==> config.mk <==
export PLATFORM = sky130hd
export DESIGN_NAME = bus_cycle_ctrl
export DESIGN_NICKNAME = d
export VERILOG_FILES = /design/src/rtl/bcc_pkg.sv /design/src/rtl/bcc_decode.sv /design/src/rtl/bcc_timer.sv /design/src/rtl/bcc_rsp.sv /design/src/rtl/bus_cycle_ctrl.sv
export SDC_FILE = /design/constraint.sdc
export NUM_CORES = 1
export LEC_CHECK = 0
export CORE_MARGIN = 8
export CORE_UTILIZATION = 35
export DETAILED_ROUTE_END_ITERATION = 6
export GPL_ROUTABILITY_DRIVEN = 0
export PLACE_DENSITY = 0.91
export SLEW_MARGIN = 20
export SYNTH_ARGS = -nofsm -noshare
export SYNTH_HDL_FRONTEND = slang
export SYNTH_SLANG_ARGS = --single-unit
==> constraint.sdc <==
create_clock -name clk -period 1.7 [get_ports clk]
set_input_delay 0.17 -clock clk [delete_from_list [all_inputs] [get_ports clk]]
set_output_delay 0.17 -clock clk [all_outputs]
set_load 0.01 [all_outputs]
==> src/rtl/bcc_pkg.sv <==
package bcc_pkg;
    localparam int ADDR_W = 32;
    localparam int PORT_W = 16;
    localparam int DATA_W = 32;

    typedef enum logic {
        TGT_MEM = 1'b0,
        TGT_IO  = 1'b1
    } tgt_e;

    typedef struct packed {
        tgt_e              tgt;
        logic              write;
        logic [ADDR_W-1:0] addr;
        logic [DATA_W-1:0] wdata;
    } xact_t;

    function automatic logic in_window(input logic [ADDR_W-1:0] addr,
                                       input logic [ADDR_W-1:0] base,
                                       input logic [ADDR_W-1:0] mask);
        return (addr & mask) == (base & mask);
    endfunction
endpackage

==> src/rtl/bcc_decode.sv <==
module bcc_decode
    import bcc_pkg::*;
#(
    parameter bit              DIRECT_MODE = 1'b0,
    parameter logic [ADDR_W-1:0] IO_BASE   = 32'hFFFF_0000,
    parameter logic [ADDR_W-1:0] IO_MASK   = 32'hFFFF_0000
) (
    input  logic              req_write,
    input  logic              req_io,
    input  logic [ADDR_W-1:0] req_addr,
    input  logic [DATA_W-1:0] req_wdata,
    output xact_t             xact
);
    logic io_hit;

    generate
        if (DIRECT_MODE) begin : g_port_space
            // separate space: only the side flag selects I/O
            assign io_hit = req_io;
        end else begin : g_window
            // shared space: a reserved window selects I/O, flag ignored
            logic unused_req_io;
            assign unused_req_io = req_io;
            assign io_hit = in_window(req_addr, IO_BASE, IO_MASK);
        end
    endgenerate

    always_comb begin
        xact.tgt   = io_hit ? TGT_IO : TGT_MEM;
        xact.write = req_write;
        xact.addr  = req_addr;
        xact.wdata = req_wdata;
    end
endmodule

==> src/rtl/bcc_timer.sv <==
module bcc_timer
    import bcc_pkg::*;
#(
    parameter int MEM_WAIT = 2,
    parameter int IO_WAIT  = 5
) (
    input  logic clk,
    input  logic rst,
    input  logic start,
    input  tgt_e tgt,
    output logic busy,
    output logic last
);
    localparam int MAX_WAIT = (IO_WAIT > MEM_WAIT) ? IO_WAIT : MEM_WAIT;
    localparam int CNT_W    = $clog2(MAX_WAIT + 1);
    localparam logic [CNT_W-1:0] MEM_LOAD = CNT_W'(MEM_WAIT - 1);
    localparam logic [CNT_W-1:0] IO_LOAD  = CNT_W'(IO_WAIT - 1);

    logic [CNT_W-1:0] remain;

    always_ff @(posedge clk) begin
        if (rst) begin
            busy   <= 1'b0;
            remain <= '0;
        end else if (!busy) begin
            if (start) begin
                busy   <= 1'b1;
                remain <= (tgt == TGT_IO) ? IO_LOAD : MEM_LOAD;
            end
        end else if (remain == '0) begin
            busy <= 1'b0;
        end else begin
            remain <= remain - 1'b1;
        end
    end

    assign last = busy && (remain == '0);

    // a running cycle never outlasts the longest wait
    p_remain_bound_r7: assert property (@(posedge clk) disable iff (rst)
        busy |-> (remain <= IO_LOAD || remain <= MEM_LOAD));
endmodule

==> src/rtl/bcc_rsp.sv <==
module bcc_rsp
    import bcc_pkg::*;
(
    input  logic              last,
    input  tgt_e              tgt,
    input  logic [DATA_W-1:0] mem_rdata,
    input  logic [DATA_W-1:0] io_rdata,
    output logic              rdy,
    output logic [DATA_W-1:0] rdata
);
    always_comb begin
        rdy   = last;
        rdata = '0;
        if (last) begin
            rdata = (tgt == TGT_IO) ? io_rdata : mem_rdata;
        end
    end
endmodule

==> src/rtl/bus_cycle_ctrl.sv <==
module bus_cycle_ctrl
    import bcc_pkg::*;
#(
    parameter bit                DIRECT_MODE = 1'b0,
    parameter int                MEM_WAIT    = 2,
    parameter int                IO_WAIT     = 5,
    parameter logic [ADDR_W-1:0] IO_BASE     = 32'hFFFF_0000,
    parameter logic [ADDR_W-1:0] IO_MASK     = 32'hFFFF_0000
) (
    input  logic              clk,
    input  logic              rst,
    input  logic              req_valid,
    input  logic              req_write,
    input  logic              req_io,
    input  logic [ADDR_W-1:0] req_addr,
    input  logic [DATA_W-1:0] req_wdata,
    output logic              req_rdy,
    output logic [DATA_W-1:0] req_rdata,
    output logic              mem_sel,
    output logic              mem_write,
    output logic [ADDR_W-1:0] mem_addr,
    output logic [DATA_W-1:0] mem_wdata,
    input  logic [DATA_W-1:0] mem_rdata,
    output logic              io_sel,
    output logic              io_write,
    output logic [PORT_W-1:0] io_port,
    output logic [DATA_W-1:0] io_wdata,
    input  logic [DATA_W-1:0] io_rdata
);
    localparam int CHK_W = $clog2(((IO_WAIT > MEM_WAIT) ? IO_WAIT : MEM_WAIT) + 1);

    xact_t dec_x;
    xact_t cur_x;
    logic  busy;
    logic  last;
    logic  start;

    bcc_decode #(
        .DIRECT_MODE (DIRECT_MODE),
        .IO_BASE     (IO_BASE),
        .IO_MASK     (IO_MASK)
    ) u_decode (
        .req_write (req_write),
        .req_io    (req_io),
        .req_addr  (req_addr),
        .req_wdata (req_wdata),
        .xact      (dec_x)
    );

    assign start = req_valid && !busy;

    bcc_timer #(
        .MEM_WAIT (MEM_WAIT),
        .IO_WAIT  (IO_WAIT)
    ) u_timer (
        .clk   (clk),
        .rst   (rst),
        .start (start),
        .tgt   (dec_x.tgt),
        .busy  (busy),
        .last  (last)
    );

    // request latch: inputs are sampled only on acceptance
    always_ff @(posedge clk) begin
        if (rst) begin
            cur_x <= '0;
        end else if (start) begin
            cur_x <= dec_x;
        end
    end

    always_comb begin
        mem_sel   = busy && (cur_x.tgt == TGT_MEM);
        io_sel    = busy && (cur_x.tgt == TGT_IO);
        mem_write = mem_sel && cur_x.write;
        io_write  = io_sel && cur_x.write;
        mem_addr  = mem_sel ? cur_x.addr : '0;
        mem_wdata = mem_sel ? cur_x.wdata : '0;
        io_port   = io_sel ? cur_x.addr[PORT_W-1:0] : '0;
        io_wdata  = io_sel ? cur_x.wdata : '0;
    end

    logic unused_addr_hi;
    assign unused_addr_hi = ^cur_x.addr[ADDR_W-1:PORT_W];

    bcc_rsp u_rsp (
        .last      (last),
        .tgt       (cur_x.tgt),
        .mem_rdata (mem_rdata),
        .io_rdata  (io_rdata),
        .rdy       (req_rdy),
        .rdata     (req_rdata)
    );

    // independent length counter for the select window
    logic [CHK_W-1:0] sel_len;
    always_ff @(posedge clk) begin
        if (rst) begin
            sel_len <= '0;
        end else if ((mem_sel || io_sel) && !req_rdy) begin
            sel_len <= sel_len + 1'b1;
        end else begin
            sel_len <= '0;
        end
    end

    p_idle_after_reset_r1: assert property (@(posedge clk)
        rst |=> (!mem_sel && !io_sel && !req_rdy));

    p_one_target_r9: assert property (@(posedge clk) disable iff (rst)
        $onehot0({mem_sel, io_sel}));

    p_rdy_pulse_r8: assert property (@(posedge clk) disable iff (rst)
        req_rdy |=> !req_rdy);

    p_rdy_inside_r8: assert property (@(posedge clk) disable iff (rst)
        req_rdy |-> (mem_sel || io_sel));

    p_accept_r11: assert property (@(posedge clk) disable iff (rst)
        (req_valid && !mem_sel && !io_sel) |=> (mem_sel || io_sel));

    p_hold_mem_r10: assert property (@(posedge clk) disable iff (rst)
        (mem_sel && !req_rdy) |=> (mem_sel && $stable(mem_addr)));

    p_hold_io_r10: assert property (@(posedge clk) disable iff (rst)
        (io_sel && !req_rdy) |=> (io_sel && $stable(io_port)));

    p_mem_len_r6: assert property (@(posedge clk) disable iff (rst)
        (mem_sel && req_rdy) |-> (sel_len == CHK_W'(MEM_WAIT - 1)));

    p_io_len_r7: assert property (@(posedge clk) disable iff (rst)
        (io_sel && req_rdy) |-> (sel_len == CHK_W'(IO_WAIT - 1)));

    generate
        if (DIRECT_MODE) begin : g_chk_port
            p_flag_io_r4: assert property (@(posedge clk) disable iff (rst)
                $rose(io_sel) |-> $past(req_io));
            p_flag_mem_r5: assert property (@(posedge clk) disable iff (rst)
                $rose(mem_sel) |-> !$past(req_io));
        end else begin : g_chk_window
            p_window_io_r2: assert property (@(posedge clk) disable iff (rst)
                $rose(io_sel) |-> in_window($past(req_addr), IO_BASE, IO_MASK));
            p_window_mem_r3: assert property (@(posedge clk) disable iff (rst)
                $rose(mem_sel) |-> !in_window($past(req_addr), IO_BASE, IO_MASK));
        end
    endgenerate
endmodule

# Word-level counts from Yosys, hierarchy flattened
# Cells that the tools add are included.
# op_classes
n_addsub	1
mul	0
div	0
order_cmp	0
n_eq_ne	2
shift	0
n_mux	14
n_bitwise	1
n_reduce_logical	10
# ops
op	count
$mux 32	5
$eq 16x16->1 const B	1
$mux 16	1
$mux 3	4
$logic_and 1x1->1	6
$mux 1	4
$logic_not 3->1	1
$sub 3x1->3 const B	1
$ne 2x2->1 const B	1
$reduce_and 2->1	1
$reduce_bool 2->1	1
$logic_not 1->1	1
$not 1->1	1
# totals
reg_bits	70
latch_bits	0
ramBits	0
mem_bits_ro	0
inputBits	133
output_inout_bits	149
mem_count	0

# Longest topological paths before layout
# Gate-level depths: netlist (run 1).
# logic_depth
ltp_word	5
mapped_depth	6
depth_no_buf	6

# Hierarchy
# A second synthesis (run 1) with hierarchy kept.
# hier_totals
hier_cells	600
area_unflattened_um2	5197.5
# by_module_without_submodules
mod	n_inst	cells_per_inst	area_per_inst_um2	seq_area_each_um2
bus_cycle_ctrl	1	434	3842.4	1321.3
bcc_rsp	1	72	610.6	0.0
bcc_decode	1	71	533.0	0.0
bcc_timer	1	23	211.5	80.1

# Least setup slack after synthesis (run 1)
# Ideal clock, no wire load.
# synth_timing
path_type	flip-flop to output port
from	register u_timer.remain[0]
to	output req_rdata[0]
t_arrival_ns	1.144
slack_ns	0.386
stages_incl_launch_ff	6
path_cell_list	dfxtp_1 -> inv_1 -> ha_1 -> nand3b_1 -> clkbuf_1 -> nor2_1
# synth_between
elab_chain_cells	3
# synth_rtl
item	line	text
from (decl)	bcc_timer.sv:19	logic [CNT_W-1:0] remain;
from (signal assigned)	bcc_timer.sv:28	remain <= (tgt == TGT_IO) ? IO_LOAD : MEM_LOAD;
from (signal assigned)	bcc_timer.sv:33	remain <= remain - 1'b1;
$logic_not 3->1	bcc_timer.sv:37	assign last = busy && (remain == '0);
$logic_and 1x1->1	bcc_timer.sv:37	
$mux 32	bcc_rsp.sv:14	if (last) begin
to (decl)	bus_cycle_ctrl.sv:18	output logic [DATA_W-1:0] req_rdata,
# Every way passes these cells.

# Worst setup path after layout (run 1)
# layout_timing
from	register cur_x[65] (netlist name)
to	output req_rdata[21]
# layout_between
elab_chain_cells	2
# layout_rtl
item	line	text
from (decl)	bus_cycle_ctrl.sv:33	xact_t cur_x;
from (signal assigned)	bus_cycle_ctrl.sv:67	cur_x <= '0;
from (signal assigned)	bus_cycle_ctrl.sv:69	cur_x <= dec_x;
$mux 32	bcc_rsp.sv:15	rdata = (tgt == TGT_IO) ? io_rdata : mem_rdata;
$mux 32	bcc_rsp.sv:14	
# Every way passes these cells.

==> results by group, run 1 <==
Run status
  – Status: complete, but fails checks
  – Failing checks: negative setup slack

Power
  – NetSw: 1.42 mW
  – Maximum VDD drop: 0.487 mV
  – Clock power frac: 31.9%
  – Final Total Pwr: 4.92 mW
  – PD cells: 636 nW/um^2
  – Sequential power share: 37.0%
  – Sw Ratio: 28.9%
  – Gate power share: 31.2%
  – Leak: 3.54 nW
  – Internal cell power: 3.50 mW

Place
  – Dpl cell area: 6880 sq um
  – Dpl ws: -92.8 ps
  – Final HPWL DP: 12.7 mm
  – Port buffer count: 280
  – DP Cell Count: 927

Final layout
  – Fin nets: 960
  – Design area: 7730 sq um
  – Filler cell count: 802
  – Area growth syn-to-layout: 104%
  – Diode count: 0
  – Post-layout util: 72.3%
  – Finished Layout Cells: 970
  – Share of cells above drive strength 1: 34.8%

STA
  – Pins Over Slew Limit: 0
  – Final hold violation count: 0
  – Clock skew: 5.49 ps
  – Worst hold slack: 89.7 ps
  – Final setup margin: -52.3 ps
  – Unrepaired setup endpoints after global routing: true
  – Fmax: 571 MHz
  – Crit path time final: 1750 ps
  – Final number of setup-violating endpoints: 5
  – Slew @ Worst Pin: 359 ps
  – Slew HR: 75.4%
  – Fin Setup TNS: -104 ps
  – Final Cycle Share: 103%

Hold path
  – Worst min path class: in -> reg

Route
  – Initial drt markers: 340
  – Routed wl met3: 1.78 mm
  – Met1 WL: 7.43 mm
  – DRC violations left: 0
  – DR WL/cell: 20.8 microns
  – Antenna-violating nets left: 0
  – DR vias: 4955
  – Pre-antenna DRT Iters: 4
  – DR top layer: met4
  – Final wirelength: 20.2 mm
  – Routed wl met2: 10.3 mm
  – Vias per std cell: 5.11

Synthesis
  – Post-synth cell types: 26
  – Post-synth EDFFs: 0
  – Compound-Gate Fraction of Synth Area: 9.78%
  – Simple-Gate Fraction of Synth Area: 38.0%
  – Mux contribution to synthesized area: 8.69%
  – Yosys synthesis warning count: 0
  – Avg Cell Area, Syn: 7.24 sq um
  – Synthesized Nets: 660
  – Adder-cell area share of the yosys netlist: 0.659%
  – Post-Synth XOR/XNOR Area: 0%
  – Register bit total from synthesis: 70
  – Top_reg_cell synth: dfxtp_1
  – Top post-synthesis cells by area: dfxtp_1, nand2_1, and2_1
  – Sequential share of the synthesized area: 36.9%
  – Largest area contributor in the netlist: dfxtp_1
  – Share of the synthesized area in the top cell type: 36.9%
  – Largest family of logic cells by synthesized area: simple AND/OR/NAND/NOR gates
  – Post-synthesis async set-or-reset flop share: 0%
  – Synth Cell Area: 3800 sq um
  – Synth Instances: 525

Critical path
  – Launching point of the worst reg2reg path: u_timer.remain[0]
  – Critical Path AT: 1580 ps
  – Max incr delay on CP: 360 ps
  – Worst Reg-to-Reg Cells: 9
  – Worst path required time: 1530 ps
  – Worst r2r dst: u_timer.remain[1]
  – Flop2flop setup slack: 130 ps
  – Crit Path Category: reg -> out
  – CP max-delay cell: dfxtp_4
  – Crit path max fanout: 7
  – Crit path launch: cur_x[65]
  – Cell breakdown of the critical path: buf_6 -> clkbuf_16 -> mux2i_1 -> nor2_1 -> buf_2
  – Crit. End Element: output pin
  – CP endpoint: req_rdata[21]
  – Startpoint types: register

Flow run
  – # Max-Cap Violations: 0

Clock network
  – Root Driver: clkbuf_8
  – Clock Latency Late Sink: 340 ps
  – Htree depth: 3
  – CTS Hold Buffers Added: 0
  – CTS clk-pin slew, worst paths: 70 ps
  – Clock sinks: 70
  – Clock Path Buffers: 2
  – CTS Buf Count: 9
  – CTS tree: yes

Die
  – I/O pin total: 282
  – Die ar.: 14400 sq um
  – Die height: 120 microns
  – Die span in x: 120 microns
  – # rows: 38
  – Starting Density: 35.5%
  – Core region area: 10700 sq um

GRT
  – Remaining global-route overflow: 0
  – Maximum number of pins on one net before global-route repair: 36
  – Initial antenna violation count: 0
  – All-Layer GR Usage: 23.0%
  – Vias in the first global route: 4558
  – Global-route wire length before repair: 26.2 mm
-- synthesized netlist by cell type (all sizes together) (2+ instances only) --
cell    number
inv          4
o21ai        3
clkbuf      27
o211ai       2
a21oi       67
mux2i       33
nand3b       2
nand2b       2
nand2      131
dfxtp       70
ha           2
and3        49
nand4        5
and2        66
buf         20
nor2        34
-- registers in the layout, indices dropped and copies added (netlist names) --
register        cells
cur_x              66
u_timer.busy        1
u_timer.remain      3
-- layout by cell type (no fill, tap or decap), types with 2 or more instances in the layout --
cell type / n
clkdlybuf4s50_1: 130
dfxtp_1: 66
nor2_4: 21
nor2_2: 3
clkbuf_16: 9
mux2i_1: 16
mux2i_2: 9
buf_12: 12
dfxtp_2: 2
a21oi_1: 67
buf_8: 6
nand2_1: 131
inv_2: 2
clkbuf_8: 11
nand3b_1: 2
dlygate4sd2_1: 10
clkbuf_2: 31
and2_1: 36
o21ai_0: 2
dfxtp_4: 2
mux2i_4: 8
buf_2: 47
dlymetal6s2s_1: 2
and3_1: 49
buf_4: 22
clkdlybuf4s15_1: 3
nand4_1: 5
nor2_1: 10
clkdlybuf4s15_2: 2
o211ai_1: 2
bufinv_16: 2
and2_4: 30
buf_16: 3
buf_6: 59
-- critical path, delay by kind of cell (launching register included) --
family                 cells  cell delay (ps)
buffers and inverters      3              430
flip-flops                 1              360
multiplexers               1              360
AND/OR/NAND/NOR            1              100
-- area by class of cell --
| class | count | area, sq um | share of cell area (%) |
|---|---|---|---|
| clock buffer | 11 | 151 | 1.96 |
| clock inverter | 5 | 80.1 | 1.04 |
| inverter | 4 | 20.0 | 0.259 |
| multi-input combinational | 404 | 2570 | 33.2 |
| sequential | 70 | 1410 | 18.2 |
| tap | 140 | 175 | 2.27 |
| timing repair buffer | 336 | 3320 | 43.0 |
-- timing repair --
item / CTS / global route
endpoints found under the setup margin: 149 / 110
buffers inserted: 11 / 5
cloned: 6 / 9
resized for setup: 519 / 212
pin swaps: 20 / 25
-- routing by layer --
layer / global-route usage (%) / vias to the layer above
li1: - / 2323
met1: 24.7 / 2357
met2: 42.3 / 241
met3: 8.25 / 34
met4: 5.46 / 0
met5: 0 / -
-- power groups by stage --
| stage | clock, mW | combinational (mW) | sequential (mW) |
|---|---|---|---|
| CTS | 1.60 | 1.24 | 1.82 |
| global placement | 0 | 1.14 | 1.84 |
| global route | 1.66 | 1.62 | 1.83 |
| floorplan | 0 | 0.459 | 1.83 |
| detailed placement | 0 | 1.15 | 1.85 |
| finish | 1.57 | 1.53 | 1.82 |
-- kinds of logic after synthesis --
group / Yosys count
and+or+nand+nor: 296
adders and majority gates: 2
muxes: 33
AOI/OAI and AO/OA: 73
DFF: 70
buffers and inverters: 51
-- worst min-delay path by stage --
stage,endpoint,slack (ps),start,cells past startpoint
finish,u_timer.remain[1],90,rst,2
global placement,u_timer.remain[1],430,rst,2
global route,u_timer.busy,100,rst,2
CTS,u_timer.busy,70,rst,2
detailed placement,u_timer.busy,430,rst,2
floorplan,cur_x[48],310,req_addr[16],2
Note: power is estimated with default switching activity, not from simulation.
==> run 2, diff against run 1 <==
--- a/config.mk
+++ b/config.mk
@@ -9,7 +9,7 @@
 export CORE_UTILIZATION = 35
 export DETAILED_ROUTE_END_ITERATION = 6
 export GPL_ROUTABILITY_DRIVEN = 0
-export PLACE_DENSITY = 0.91
+export PLACE_DENSITY = 0.82
 export SLEW_MARGIN = 20
 export SYNTH_ARGS = -nofsm -noshare
 export SYNTH_HDL_FRONTEND = slang
==> run 2 against run 1 <==
  * Non-clock buffer count rose by 1
  * Die area is the same
  * Critical path depth is 1 higher
  * Hold slack worse by 10 ps
  * Worst setup slack worse by 51 ps
  * Routed wire length rose by 7.0%
  * The run still ends with negative setup slack left
  * Fmax fell by 2.8%
  * Register-to-register slack lost 50 ps
  * Critical endpoint is now mem_wdata[29]
  * Final area grew 8.3%
  * Critical path type unchanged
  * Clock skew rose by 2.1 ps
==> results by group, run 2 (synthesis gave the netlist of run 1 again) <==
Hold path
  – Hold path depth: 2
  – HP Start: rst
  – Worst min path class: in -> reg
  – WHS Endpoint: u_timer.remain[1]

Place
  – Dpl ws: -67.1 ps
  – DP Cell Count: 914
  – Port buffer count: 280
  – Final HPWL DP: 12.7 mm

Clock network
  – CTS tree: yes
  – Clock Path Buffers: 2
  – Clock Latency Late Sink: 350 ps
  – Clock sinks: 70
  – CTS clk-pin slew, worst paths: 80 ps
  – Root Driver: clkbuf_8
  – CTS Buf Count: 9
  – Htree depth: 3

Critical path
  – Critical path's most frequent cell: buf_12
  – Launching point of the worst reg2reg path: u_timer.remain[0]
  – Max incr delay on CP: 360 ps
  – Worst r2r dst: u_timer.remain[0]
  – Critical Path AT: 1630 ps
  – CP max-delay cell: dfxtp_4
  – Cell breakdown of the critical path: and2b_4 -> buf_12 -> buf_16 -> buf_12 -> and2_4 -> buf_6
  – Crit Path Category: reg -> out
  – Startpoint types: register
  – Worst path required time: 1530 ps
  – CP top delay family: buffers and inverters
  – Worst Reg-to-Reg Cells: 9
  – Crit. End Element: output pin
  – Flop2flop setup slack: 80 ps
  – Crit path max fanout: 5
  – WP buf/inv: 4

Run status
  – Failing checks: negative setup slack
  – Status: complete, but fails checks

STA
  – Slew HR: 75.0%
  – Clock skew: 7.62 ps
  – Final number of setup-violating endpoints: 73
  – Pins Over Slew Limit: 0
  – Slew @ Worst Pin: 375 ps
  – Unrepaired setup endpoints after global routing: true
  – Fmax: 555 MHz
  – Final hold violation count: 0
  – Crit path time final: 1800 ps
  – Final Cycle Share: 106%
  – Final setup margin: -103 ps

Final layout
  – Finished Layout Cells: 971
  – Diode count: 0
  – Post-layout util: 78.3%
  – Area growth syn-to-layout: 120%
  – Max FFs per register: 66
  – Reg with most FFs: cur_x
  – Most common cell after layout, fill and taps aside: nand2_1
  – Share of cells above drive strength 1: 36.0%
  – Fin nets: 961
  – Biggest regs: cur_x: 66 flops, u_timer.remain: 3 flops, u_timer.busy: 1 flops
  – Most frequent cells in the layout: nand2_1, clkdlybuf4s50_1, buf_6, a21oi_1, dfxtp_1

Route
  – Vias per std cell: 5.25
  – Final wirelength: 21.6 mm
  – DR WL/cell: 22.2 microns
  – DRC violations left: 0
  – Pre-antenna DRT Iters: 5
  – Initial drt markers: 297
  – DR vias: 5100
  – Antenna-violating nets left: 0

Flow run
  – # Max-Cap Violations: 0

GRT
  – Maximum number of pins on one net before global-route repair: 46
  – Remaining global-route overflow: 0
  – Vias in the first global route: 4921
  – Initial antenna violation count: 0
  – Global-route wire length before repair: 28.5 mm
  – All-Layer GR Usage: 25.3%

Die
  – I/O pin total: 282
  – Die ar.: 14400 sq um
  – Die span in x: 120 microns
  – # rows: 38
  – Die height: 120 microns
  – Core region area: 10700 sq um
  – Starting Density: 35.5%

Power
  – Leak: 3.75 nW
  – PD cells: 591 nW/um^2
  – Final Total Pwr: 4.95 mW
  – Maximum VDD drop: 0.475 mV
run 2: changes by cell type in the layout (fill, tap and decap cells not counted), moves of 9 or more:
cell	change
buf_6	+38
and2_4	+27
dlygate4sd2_1	+38
and2_1	-27
mux2i_4	+9
clkbuf_2	-29
buf_2	-36
run 2: where the power goes:
| part | internal [mW] | switching (mW) |
|---|---|---|
| clock network | 0.695 | 0.699 |
| logic | 0.962 | 0.768 |
| registers | 1.75 | 0.0827 |
| total | 3.40 | 1.55 |
run 2: repair_timing:
action / CTS / global route
resized for setup: 576 / 187
buffers inserted: 25 / 4
hold buffers: 0 / 0
endpoints found under the setup margin: 149 / 101
gates cloned: 14 / 4
pin swaps: 19 / 42
run 2: routing by layer:
metal	global-route usage, %	routed length [microns]	up-vias
li1	-	-	2329
met1	27.2	7950	2417
met2	44.6	10700	282
met3	7.51	1790	72
met4	12.2	1150	0
met5	0	0	-
run 2: worst max-delay path by stage:
stage	start	to	slack, ps	depth (start not counted)
finish	cur_x[65]	mem_wdata[29]	-100	6
global route	cur_x[65]	mem_wdata[29]	-160	6
CTS	cur_x[65]	req_rdata[28]	-150	7
detailed placement	u_timer.remain[1]	req_rdata[8]	-70	6
global placement	cur_x[65]	mem_addr[28]	-30	4
floorplan	u_timer.remain[0]	req_rdata[0]	390	5
run 2: final cells by class:
cell class	count	area, sq um
Clock buffer	9	124
Multi-Input combinational cell	404	2810
Inverter	4	20.0
Timing Repair Buffer	337	3760
Tap cell	140	175
Clock inverter	7	80.1
Fill cell	670	2320
Sequential cell	70	1410
run 2: through the flow:
| step | instance area [sq um] | TNS (ps) | hold slack, ps |
|---|---|---|---|
| after CTS | 7540 | -5630 | 61.5 |
| after global placement | 6800 | -873 | 438 |
| after global routing | 8370 | -8080 | 88.7 |
| after detailed placement | 6800 | -2160 | 442 |
| after floorplan | 3800 | 0 | 306 |
| final | 8370 | -2230 | 79.4 |
